==> src/rtl/segld_pkg.sv <==
package segld_pkg;
    localparam int SEL_W   = 16;
    localparam int ATTR_W  = 8;
    localparam int NUM_SEG = 5;
    localparam int IDX_W   = $clog2(NUM_SEG);
    localparam int FLT_W   = 4;
    localparam int PL_W    = 2;

    localparam int F_GP = 0;
    localparam int F_SS = 1;
    localparam int F_NP = 2;
    localparam int F_UD = 3;

    localparam int A_P    = 7;
    localparam int A_DPLH = 6;
    localparam int A_DPLL = 5;
    localparam int A_S    = 4;
    localparam int A_CODE = 3;
    localparam int A_CONF = 2;
    localparam int A_RW   = 1;

    typedef enum logic [IDX_W-1:0] {
        SEG_DS = 3'd0,
        SEG_ES = 3'd1,
        SEG_FS = 3'd2,
        SEG_GS = 3'd3,
        SEG_SS = 3'd4
    } seg_e;

    typedef enum logic {
        ST_IDLE,
        ST_EVAL
    } fsm_e;
endpackage

==> src/rtl/segld_rules.sv <==
module segld_rules
    import segld_pkg::*;
(
    input  logic [IDX_W-1:0]  dst,
    input  logic [SEL_W-1:0]  sel,
    input  logic [ATTR_W-1:0] attr,
    input  logic [SEL_W-1:0]  limit,
    input  logic [PL_W-1:0]   cpl,
    input  logic              long_mode,
    output logic [FLT_W-1:0]  fault,
    output logic [SEL_W-1:0]  err,
    output logic [ATTR_W-1:0] wr_attr
);
    logic            is_null;
    logic            over_lim;
    logic [PL_W-1:0] rpl;
    logic [PL_W-1:0] dpl;
    logic [SEL_W-1:0] err_sel;
    logic            ss_bad;
    logic            ds_bad;
    logic            dst_ok;

    always_comb begin
        is_null  = (sel[SEL_W-1:2] == '0);
        over_lim = ({sel[SEL_W-1:3], 3'b111} > limit);
        rpl      = sel[1:0];
        dpl      = attr[A_DPLH:A_DPLL];
        err_sel  = {sel[SEL_W-1:2], 2'b00};

        ss_bad = over_lim || (rpl != cpl) || (dpl != cpl) ||
                 !(attr[A_S] && !attr[A_CODE] && attr[A_RW]);

        ds_bad = over_lim || !attr[A_S] ||
                 (attr[A_CODE] && !attr[A_RW]) ||
                 ((!attr[A_CODE] || !attr[A_CONF]) && ((rpl > dpl) || (cpl > dpl)));

        dst_ok = (dst <= SEG_SS) &&
                 (!long_mode || dst == SEG_FS || dst == SEG_GS);
    end

    always_comb begin
        fault   = '0;
        err     = '0;
        wr_attr = attr;
        if (!dst_ok) begin
            fault[F_UD] = 1'b1;
        end else if (dst == SEG_SS) begin
            if (is_null) begin
                fault[F_GP] = 1'b1;
            end else if (ss_bad) begin
                fault[F_GP] = 1'b1;
                err         = err_sel;
            end else if (!attr[A_P]) begin
                fault[F_SS] = 1'b1;
                err         = err_sel;
            end
        end else begin
            if (is_null) begin
                wr_attr = '0;
            end else if (ds_bad) begin
                fault[F_GP] = 1'b1;
                err         = err_sel;
            end else if (!attr[A_P]) begin
                fault[F_NP] = 1'b1;
                err         = err_sel;
            end
        end
    end
endmodule

==> src/rtl/segld_regs.sv <==
module segld_regs
    import segld_pkg::*;
(
    input  logic              clk,
    input  logic              rst_n,
    input  logic              wr_en,
    input  logic [IDX_W-1:0]  wr_idx,
    input  logic [SEL_W-1:0]  wr_sel,
    input  logic [ATTR_W-1:0] wr_attr,
    input  logic [IDX_W-1:0]  rd_idx,
    output logic [SEL_W-1:0]  rd_sel,
    output logic [ATTR_W-1:0] rd_attr
);
    logic [SEL_W-1:0]  vis_q  [NUM_SEG];
    logic [ATTR_W-1:0] hid_q  [NUM_SEG];

    for (genvar g = 0; g < NUM_SEG; g++) begin : g_seg
        always_ff @(posedge clk or negedge rst_n) begin
            if (!rst_n) begin
                vis_q[g] <= '0;
                hid_q[g] <= '0;
            end else if (wr_en && wr_idx == IDX_W'(g)) begin
                vis_q[g] <= wr_sel;
                hid_q[g] <= wr_attr;
            end
        end
    end

    always_comb begin
        rd_sel  = '0;
        rd_attr = '0;
        for (int i = 0; i < NUM_SEG; i++) begin
            if (rd_idx == IDX_W'(i)) begin
                rd_sel  = vis_q[i];
                rd_attr = hid_q[i];
            end
        end
    end
endmodule

==> src/rtl/segld_shadow.sv <==
module segld_shadow (
    input  logic clk,
    input  logic rst_n,
    input  logic set,
    input  logic clr,
    output logic flag
);
    always_ff @(posedge clk or negedge rst_n) begin
        if (!rst_n)   flag <= 1'b0;
        else if (set) flag <= 1'b1;
        else if (clr) flag <= 1'b0;
    end
endmodule

==> src/rtl/segld_top.sv <==
module segld_top
    import segld_pkg::*;
(
    input  logic              clk,
    input  logic              rst_n,
    input  logic              load_req,
    input  logic [IDX_W-1:0]  load_dst,
    input  logic [SEL_W-1:0]  load_sel,
    input  logic [ATTR_W-1:0] load_attr,
    input  logic [SEL_W-1:0]  tbl_limit,
    input  logic [PL_W-1:0]   cpl,
    input  logic              long_mode,
    input  logic              insn_retire,
    input  logic              exc_taken,
    input  logic [IDX_W-1:0]  rd_dst,
    output logic              done,
    output logic [FLT_W-1:0]  fault,
    output logic [SEL_W-1:0]  err_code,
    output logic [SEL_W-1:0]  rd_sel,
    output logic [ATTR_W-1:0] rd_attr,
    output logic              irq_inhibit
);
    fsm_e              state_q, state_d;
    logic [IDX_W-1:0]  cap_dst;
    logic [SEL_W-1:0]  cap_sel;
    logic [ATTR_W-1:0] cap_attr;
    logic [SEL_W-1:0]  cap_limit;
    logic [PL_W-1:0]   cap_cpl;
    logic              cap_lm;

    logic [FLT_W-1:0]  chk_fault;
    logic [SEL_W-1:0]  chk_err;
    logic [ATTR_W-1:0] chk_attr;
    logic              commit;

    // state register
    always_ff @(posedge clk or negedge rst_n) begin
        if (!rst_n) state_q <= ST_IDLE;
        else        state_q <= state_d;
    end

    // next state
    always_comb begin
        state_d = state_q;
        unique case (state_q)
            ST_IDLE: if (load_req) state_d = ST_EVAL;
            ST_EVAL: state_d = ST_IDLE;
        endcase
    end

    // request capture
    always_ff @(posedge clk or negedge rst_n) begin
        if (!rst_n) begin
            cap_dst   <= '0;
            cap_sel   <= '0;
            cap_attr  <= '0;
            cap_limit <= '0;
            cap_cpl   <= '0;
            cap_lm    <= 1'b0;
        end else if (state_q == ST_IDLE && load_req) begin
            cap_dst   <= load_dst;
            cap_sel   <= load_sel;
            cap_attr  <= load_attr;
            cap_limit <= tbl_limit;
            cap_cpl   <= cpl;
            cap_lm    <= long_mode;
        end
    end

    segld_rules u_rules (
        .dst       (cap_dst),
        .sel       (cap_sel),
        .attr      (cap_attr),
        .limit     (cap_limit),
        .cpl       (cap_cpl),
        .long_mode (cap_lm),
        .fault     (chk_fault),
        .err       (chk_err),
        .wr_attr   (chk_attr)
    );

    assign commit = (state_q == ST_EVAL) && (chk_fault == '0);

    // outputs
    always_ff @(posedge clk or negedge rst_n) begin
        if (!rst_n) begin
            done     <= 1'b0;
            fault    <= '0;
            err_code <= '0;
        end else begin
            done     <= (state_q == ST_EVAL);
            fault    <= (state_q == ST_EVAL) ? chk_fault : '0;
            err_code <= (state_q == ST_EVAL) ? chk_err   : '0;
        end
    end

    segld_regs u_regs (
        .clk     (clk),
        .rst_n   (rst_n),
        .wr_en   (commit),
        .wr_idx  (cap_dst),
        .wr_sel  (cap_sel),
        .wr_attr (chk_attr),
        .rd_idx  (rd_dst),
        .rd_sel  (rd_sel),
        .rd_attr (rd_attr)
    );

    segld_shadow u_shadow (
        .clk   (clk),
        .rst_n (rst_n),
        .set   (commit && cap_dst == SEG_SS),
        .clr   (insn_retire || exc_taken),
        .flag  (irq_inhibit)
    );
endmodule

==> config.mk <==
export PLATFORM = sky130hd
export DESIGN_NAME = segld_top
export DESIGN_NICKNAME = d
export VERILOG_FILES = /design/src/rtl/segld_pkg.sv /design/src/rtl/segld_rules.sv /design/src/rtl/segld_regs.sv /design/src/rtl/segld_shadow.sv /design/src/rtl/segld_top.sv
export SDC_FILE = /design/constraint.sdc
export NUM_CORES = 1
export LEC_CHECK = 0
export ABC_AREA = 1
export BUFFER_PORTS_ARGS = -buffer_cell sky130_fd_sc_hd__buf_2
export CAP_MARGIN = 30
export CORE_ASPECT_RATIO = 1.1
export CORE_MARGIN = 10
export CORE_UTILIZATION = 55
export CTS_CLUSTER_SIZE = 25
export DETAILED_ROUTE_END_ITERATION = 10
export PLACE_DENSITY = 0.76
export SYNTH_ARGS = -nofsm -noshare
export SYNTH_HDL_FRONTEND = slang
export SYNTH_SLANG_ARGS = --single-unit
==> constraint.sdc <==
create_clock -name clk -period 5.1 [get_ports clk]
set_input_delay 0.765 -clock clk [delete_from_list [all_inputs] [get_ports clk]]
set_output_delay 0.765 -clock clk [all_outputs]
set_load 0.01 [all_outputs]
# After elaboration in Yosys (flattened, before gate mapping)

Cells that the tools add are included.

Flip-flop bits (word level): 189
Bits of input ports: 54
Output and inout bits: 46

$lt $le $gt $ge: 4
Equal/unequal tests: 10
Multiplexer cells: 40
Bitwise gates (word level): 1
Reduce and logical (&&, ||, !) cells: 34

Operators by type and width:

| kind               | count |
|---|---|
| $mux 16            | 13 |
| $mux 8             | 8 |
| $gt 16x16->1       | 1 |
| $mux 1             | 16 |
| $logic_not 14->1   | 1 |
| $eq 3x2->1 const B | 4 |
| $logic_and 1x1->1  | 12 |
| $logic_or 1x1->1   | 11 |
| $eq 3x1->1 const B | 2 |
| $eq 3x3->1 const B | 2 |
| $logic_not 1->1    | 6 |
| $logic_not 3->1    | 2 |
| $gt 2x2->1         | 2 |
| $logic_not 4->1    | 1 |
| $mux 4             | 1 |
| $ne 2x2->1         | 2 |
| $le 3x3->1 const B | 1 |
| $mux 3             | 1 |
| $pmux 1 s2         | 1 |
| $reduce_bool 2->1  | 1 |
| $not 1->1          | 1 |

# Logic depth before layout (Yosys ltp)

Depth after elaboration: 13
Depth in mapped cells: 18
Gate-level depth less buffers: 16

# Hierarchy

A second synthesis with hierarchy kept.

Cells, all modules: 1,123
Area total of the unflattened synthesis: 8,964.8 um^2

Modules (own cells, without submodules):

| module       | times used | cells an instance | area an instance (um^2) |
|---|---|---|---|
| segld_regs   | 1          | 658               | 5,363.9 |
| segld_top    | 1          | 269               | 2,524.9 |
| segld_rules  | 1          | 191               | 1,036.0 |
| segld_shadow | 1          | 5                 | 40.0 |

# Worst setup path after synthesis

OpenSTA, ideal clock, no wires.

Path kind: in2out
Start point: input port rd_dst[0]
End point: output port rd_attr[0]
Data arrival time: 1.729 ns
Path slack: 2.606 ns
Stages on the path: 6
Buffers on the path: 1
Path through: nor2_1 nand2_1 inv_1 clkbuf_1 nand2_1 nand3_1

Longest elaborated chain between the ends: 6
Elaborated cells between the ends (all ways): 10

Ends and longest elaborated chain:

| item                | line             | text |
|---|---|---|
| from (decl)         | segld_top.sv:15  | `input logic [IDX_W-1:0] rd_dst,` |
| $logic_not 3->1     | segld_regs.sv:33 | `if (rd_idx == IDX_W'(i)) begin` |
| $mux 8 (4 in a row) | segld_regs.sv:33 |  |
| $mux 8 *            | segld_regs.sv:33 |  |
| to (decl)           | segld_top.sv:20  | `output logic [ATTR_W-1:0] rd_attr,` |

Mark *: on every way between the ends. The rest lies on a longest branch, timed or not.

# Worst setup path after layout

Start point: register cap_sel[15]
End point: register u_regs.hid_q[36] in the netlist's numbering

Longest elaborated chain between the ends: 11
Elaborated cells between the ends (all ways): 26

Ends and longest elaborated chain:

| item                                             | line                                 | text |
|---|---|---|
| from (decl)                                      | segld_top.sv:25                      | `logic [SEL_W-1:0] cap_sel;` |
| from (signal assigned)                           | segld_top.sv:62                      | `cap_sel <= load_sel;` |
| $gt 16x16->1                                     | segld_rules.sv:25                    | `over_lim = ({sel[SEL_W-1:3], 3'b111} > limit);` |
| $logic_or 1x1->1 (on tied branches) (2 in a row) | segld_rules.sv:33, segld_rules.sv:30 |  |
| $logic_or 1x1->1 (on tied branches)              | segld_rules.sv:34, segld_rules.sv:30 |  |
| $mux 1 (on tied branches)                        | segld_rules.sv:60, segld_rules.sv:50 |  |
| $mux 1 (on tied branches)                        | segld_rules.sv:58, segld_rules.sv:48 |  |
| $mux 1                                           | segld_rules.sv:47                    | `end else if (dst == SEG_SS) begin` |
| $mux 3                                           | segld_rules.sv:45                    | `if (!dst_ok) begin` |
| $logic_not 4->1                                  | segld_top.sv:82                      | `assign commit = (state_q == ST_EVAL) && (chk_fault == '0);` |
| $logic_and 1x1->1                                | segld_top.sv:82                      |  |
| $logic_and 1x1->1                                | segld_regs.sv:22                     | `end else if (wr_en && wr_idx == IDX_W'(g)) begin` |
| to (signal, indexed assignment)                  | segld_regs.sv:24                     | `hid_q[g] <= wr_attr;` |
| to (decl)                                        | segld_regs.sv:15                     | `logic [ATTR_W-1:0] hid_q [NUM_SEG];` |

Several ways; a longest one is shown, not always the timed one.
A chain may end at the register's enable or synchronous reset.

==> impl_metrics.env <==
export IMPL_ys_warn_count=0
export IMPL_synth_seq_cells=187
export IMPL_ioPinCount=100
export IMPL_finalCritPeriodShare_pct=71.10
export IMPL_postSynthCellCount=1117
export IMPL_cts_tree="built"
export IMPL_dp_cells=1349
export IMPL_setup_viol=0
export IMPL_path_delay_family="simple AND/OR/NAND/NOR gates"
export IMPL_yosys_area_top_type_share_pct=51.76
export IMPL_power_leakage_nw=5.470
export IMPL_grt_pass1_vias=7452
export IMPL_clock_sink_count=187
export IMPL_p_per_area_mw_per_mm2=449.0
export IMPL_drive_above_1_share_pct=13.92
export IMPL_synth_seq_area_share_pct=51.76
export IMPL_critPathMaxStageDelay_ns=0.73
export IMPL_initialDrtViolationCount=673
export IMPL_relSlewSlack_pct=34.71
export IMPL_wl_per_cell_um=16.97
export IMPL_cp_arrival_ns=3.98
export IMPL_fin_cells=1382
export IMPL_synth_simple_area_share_pct=32.86
export IMPL_clock_latency_ns=0.43
export IMPL_rr_endpoint="u_regs.hid_q[36]$_DFFE_PN0P_"
export IMPL_worstSetupPathType="register to register"
export IMPL_die_height_um=154.5
export IMPL_synth_compound_area_share_pct=4.678
export IMPL_worstSetupStartpointType="register"
export IMPL_slew_viol_final=0
export IMPL_end_kind="register"
export IMPL_finalPower_mw=4.547
export IMPL_htree_levels=4
export IMPL_grt_max_degree=100
export IMPL_clock_skew_ns=0.01080
export IMPL_rsz0062_at_grt="false"
export IMPL_yosysTopAreaCell="dfrtp_1"
export IMPL_syn_area_mm2=0.009040
export IMPL_cp_required_ns=5.46
export IMPL_gp_congestion=0.8354
export IMPL_cts_buffer_depth=2
export IMPL_hold_path_class="input pin to async pin"
export IMPL_synthTopCellsByArea="dfrtp_1 52%, nand2_1 18%, nand4_1 8.2%, inv_1 3.1%, nand3_1 2.9%"
export IMPL_status="finished, final reports clean"
export IMPL_io_buffers=97
export IMPL_ant_nets=0
export IMPL_synthToLayoutAreaGrowth_pct=12.04
export IMPL_die_area_mm2=0.02197
export IMPL_switching_share_pct=32.41
export IMPL_async_flop_share_pct=100.0
export IMPL_post_dp_cell_area_mm2=0.009472
export IMPL_wirelength_mm=23.46
export IMPL_via_count=7602
export IMPL_fillers=1408
export IMPL_grtUsageTotal_pct=21.55
export IMPL_crit_top_cell="nand2_1"
export IMPL_seqPwrFrac_pct=47.5
export IMPL_viasPerCell=5.501
export IMPL_yosysUniqueCellTypes=29
export IMPL_holdWs_ns=0.3182
export IMPL_synth_top_family_by_area="simple AND/OR/NAND/NOR gates"
export IMPL_root_buffer="clkbuf_16"
export IMPL_synth_fa_ha_area_share_pct=2.353
export IMPL_p_int_mw=3.073
export IMPL_grt_antenna_before_repair=0
export IMPL_crit_path_max_fanout=84
export IMPL_reg2regPathDepth=15
export IMPL_synth_flop_cell="dfrtp_1"
export IMPL_combPwrFrac_pct=21.6
export IMPL_r2r_start="cap_sel[15]$_DFFE_PN0P_"
export IMPL_peakVddDrop_uv=269.6
export IMPL_power_switching_mw=1.474
export IMPL_dr_pass1_iters=7
export IMPL_cap_violations=0
export IMPL_path_cells="ha_1, nand2_1, nor2_1, inv_1, nor2_2, nand2_1, nand2_1, nand2_2, nand3_2, nand2_2, nor2_4, buf_4, buf_4, nand4_1, nand2_1"
export IMPL_clock_power_share_pct=30.9
export IMPL_path_buf_inv=3
export IMPL_clk_pin_slew_worst_paths_ns=0.07
export IMPL_cts_buffers=17
export IMPL_tightest_slew_ns=0.9783
export IMPL_r2r_setup_slack_ns=1.47
export IMPL_met3WireLength_mm=1.614
export IMPL_cts_setup_buffers=0
export IMPL_yosysMostFrequentCell="nand2_1"
export IMPL_ctsHoldBuffers=0
export IMPL_layout_nets=1236
export IMPL_synth_edff_count=0
export IMPL_routedLengthMet1_mm=9.892
export IMPL_route_detailed_drc=0
export IMPL_ys_top_cells_by_count="438 x nand2_1, 187 x dfrtp_1, 118 x nand4_1"
export IMPL_syn_area_per_cell_um2=8.093
export IMPL_hpwl_mm=15.26
export IMPL_coreArea_mm2=0.01625
export IMPL_rows=49
export IMPL_initial_utilization_pct=55.64
export IMPL_fin_area_mm2=0.01013
export IMPL_setup_tns_ns=0
export IMPL_cts_resized=0
export IMPL_timing_hold_violations_final=0
export IMPL_highest_layer="met4"
export IMPL_antennaDiodeCount=0
export IMPL_worst_path_max_delay_cell="buf_4"
export IMPL_grt_pass1_wl_mm=38.63
export IMPL_synth_xor_area_share_pct=0
export IMPL_muxShareOfSynthArea_pct=0
export IMPL_post_route_min_period_ns=3.626
export IMPL_die_width_um=142.2
export IMPL_grt_ovfl_total=0
export IMPL_max_freq_ghz=0.2758
export IMPL_wl_met2_mm=11.48
kinds of logic (layout without fill, tap and decap cells):
kind of cell | Yosys count | in the layout
DFF | 187 | 187
buffers and inverters | 164 | 224
and+or+nand+nor | 665 | 665
AOI/OAI and AO/OA | 83 | 83
adders and majority gates | 17 | 17
other | 1 | 2
cell usage in the layout, fill, tap and decap left out, drive strengths merged:
| cell type | n |
|---|---|
| a21oi | 29 |
| nand2 | 441 |
| o211ai | 3 |
| clkinv | 5 |
| o21ai | 51 |
| clkbuf | 22 |
| nand4 | 118 |
| nor3 | 7 |
| inv | 77 |
| clkinvlp | 3 |
| ha | 17 |
| nor2 | 39 |
| dfrtp | 187 |
| nand3b | 2 |
| buf | 113 |
| conb | 2 |
| bufinv | 4 |
| nand3 | 58 |
routing by layer:
metal	track usage (%)	vias up
met5	0	-
li1	-	3737
met2	34.29	244
met4	7.063	0
met1	27.89	3586
met3	5.727	35
flip-flops by register name, indices dropped and copies added (netlist names), 2 cells and up:
register / cells
fault: 4
u_regs.hid_q: 40
err_code: 14
cap_cpl: 2
u_regs.vis_q: 80
cap_sel: 16
cap_attr: 8
cap_limit: 16
cap_dst: 3
stage by stage:
step                setup WS [ns]  utilization (%)
floorplan                   2.606                -
global placement            1.539            58.30
detailed placement          1.456            58.30
CTS                         1.459            62.17
global route                1.206            62.34
finish                      1.474            62.34
power groups by stage:
stage / combinational (mW) / sequential (mW) / clock, mW
2_1_floorplan: 0.760 / 2.08 / 0
3_3_place_gp: 0.956 / 2.16 / 0
3_5_place_dp: 0.986 / 2.17 / 0
4_1_cts: 0.990 / 2.15 / 1.42
5_1_grt: 1.14 / 2.21 / 1.49
6_report: 0.983 / 2.16 / 1.41
worst max-delay path by stage:
stage                             from                      endpoint  slack (ns)  cells past startpoint
2_1_floorplan                rd_dst[0]                    rd_attr[0]        2.61                      6
3_3_place_gp                 rd_dst[2]                     rd_sel[6]        1.54                      8
3_5_place_dp                 rd_dst[2]                    rd_attr[5]        1.46                      8
4_1_cts                      rd_dst[2]                    rd_attr[5]        1.46                      8
5_1_grt        cap_sel[15]$_DFFE_PN0P_  u_regs.hid_q[28]$_DFFE_PN0P_        1.21                     15
6_report       cap_sel[15]$_DFFE_PN0P_  u_regs.hid_q[36]$_DFFE_PN0P_        1.47                     15
worst reg2reg max path: cells and delay by family (launching register included):
kind | cells | cell delay, ns
flops | 1 | 0.54
buf+inv | 3 | 1.20
simple gates | 11 | 1.42
fa+ha+maj | 1 | 0.39
final cells by class:
| type | count | area, µm² | area share [%] |
|---|---|---|---|
| clock buffers | 22 | 464.2 | 4.583 |
| clock inverters | 10 | 165.2 | 1.631 |
| inverters | 79 | 296.5 | 2.928 |
| multi-input cells | 767 | 3636 | 35.90 |
| flip-flops and latches | 187 | 4679 | 46.20 |
| well taps | 204 | 255.2 | 2.520 |
| repair buffers | 113 | 631.9 | 6.238 |
(Power assumes the default switching activity.)
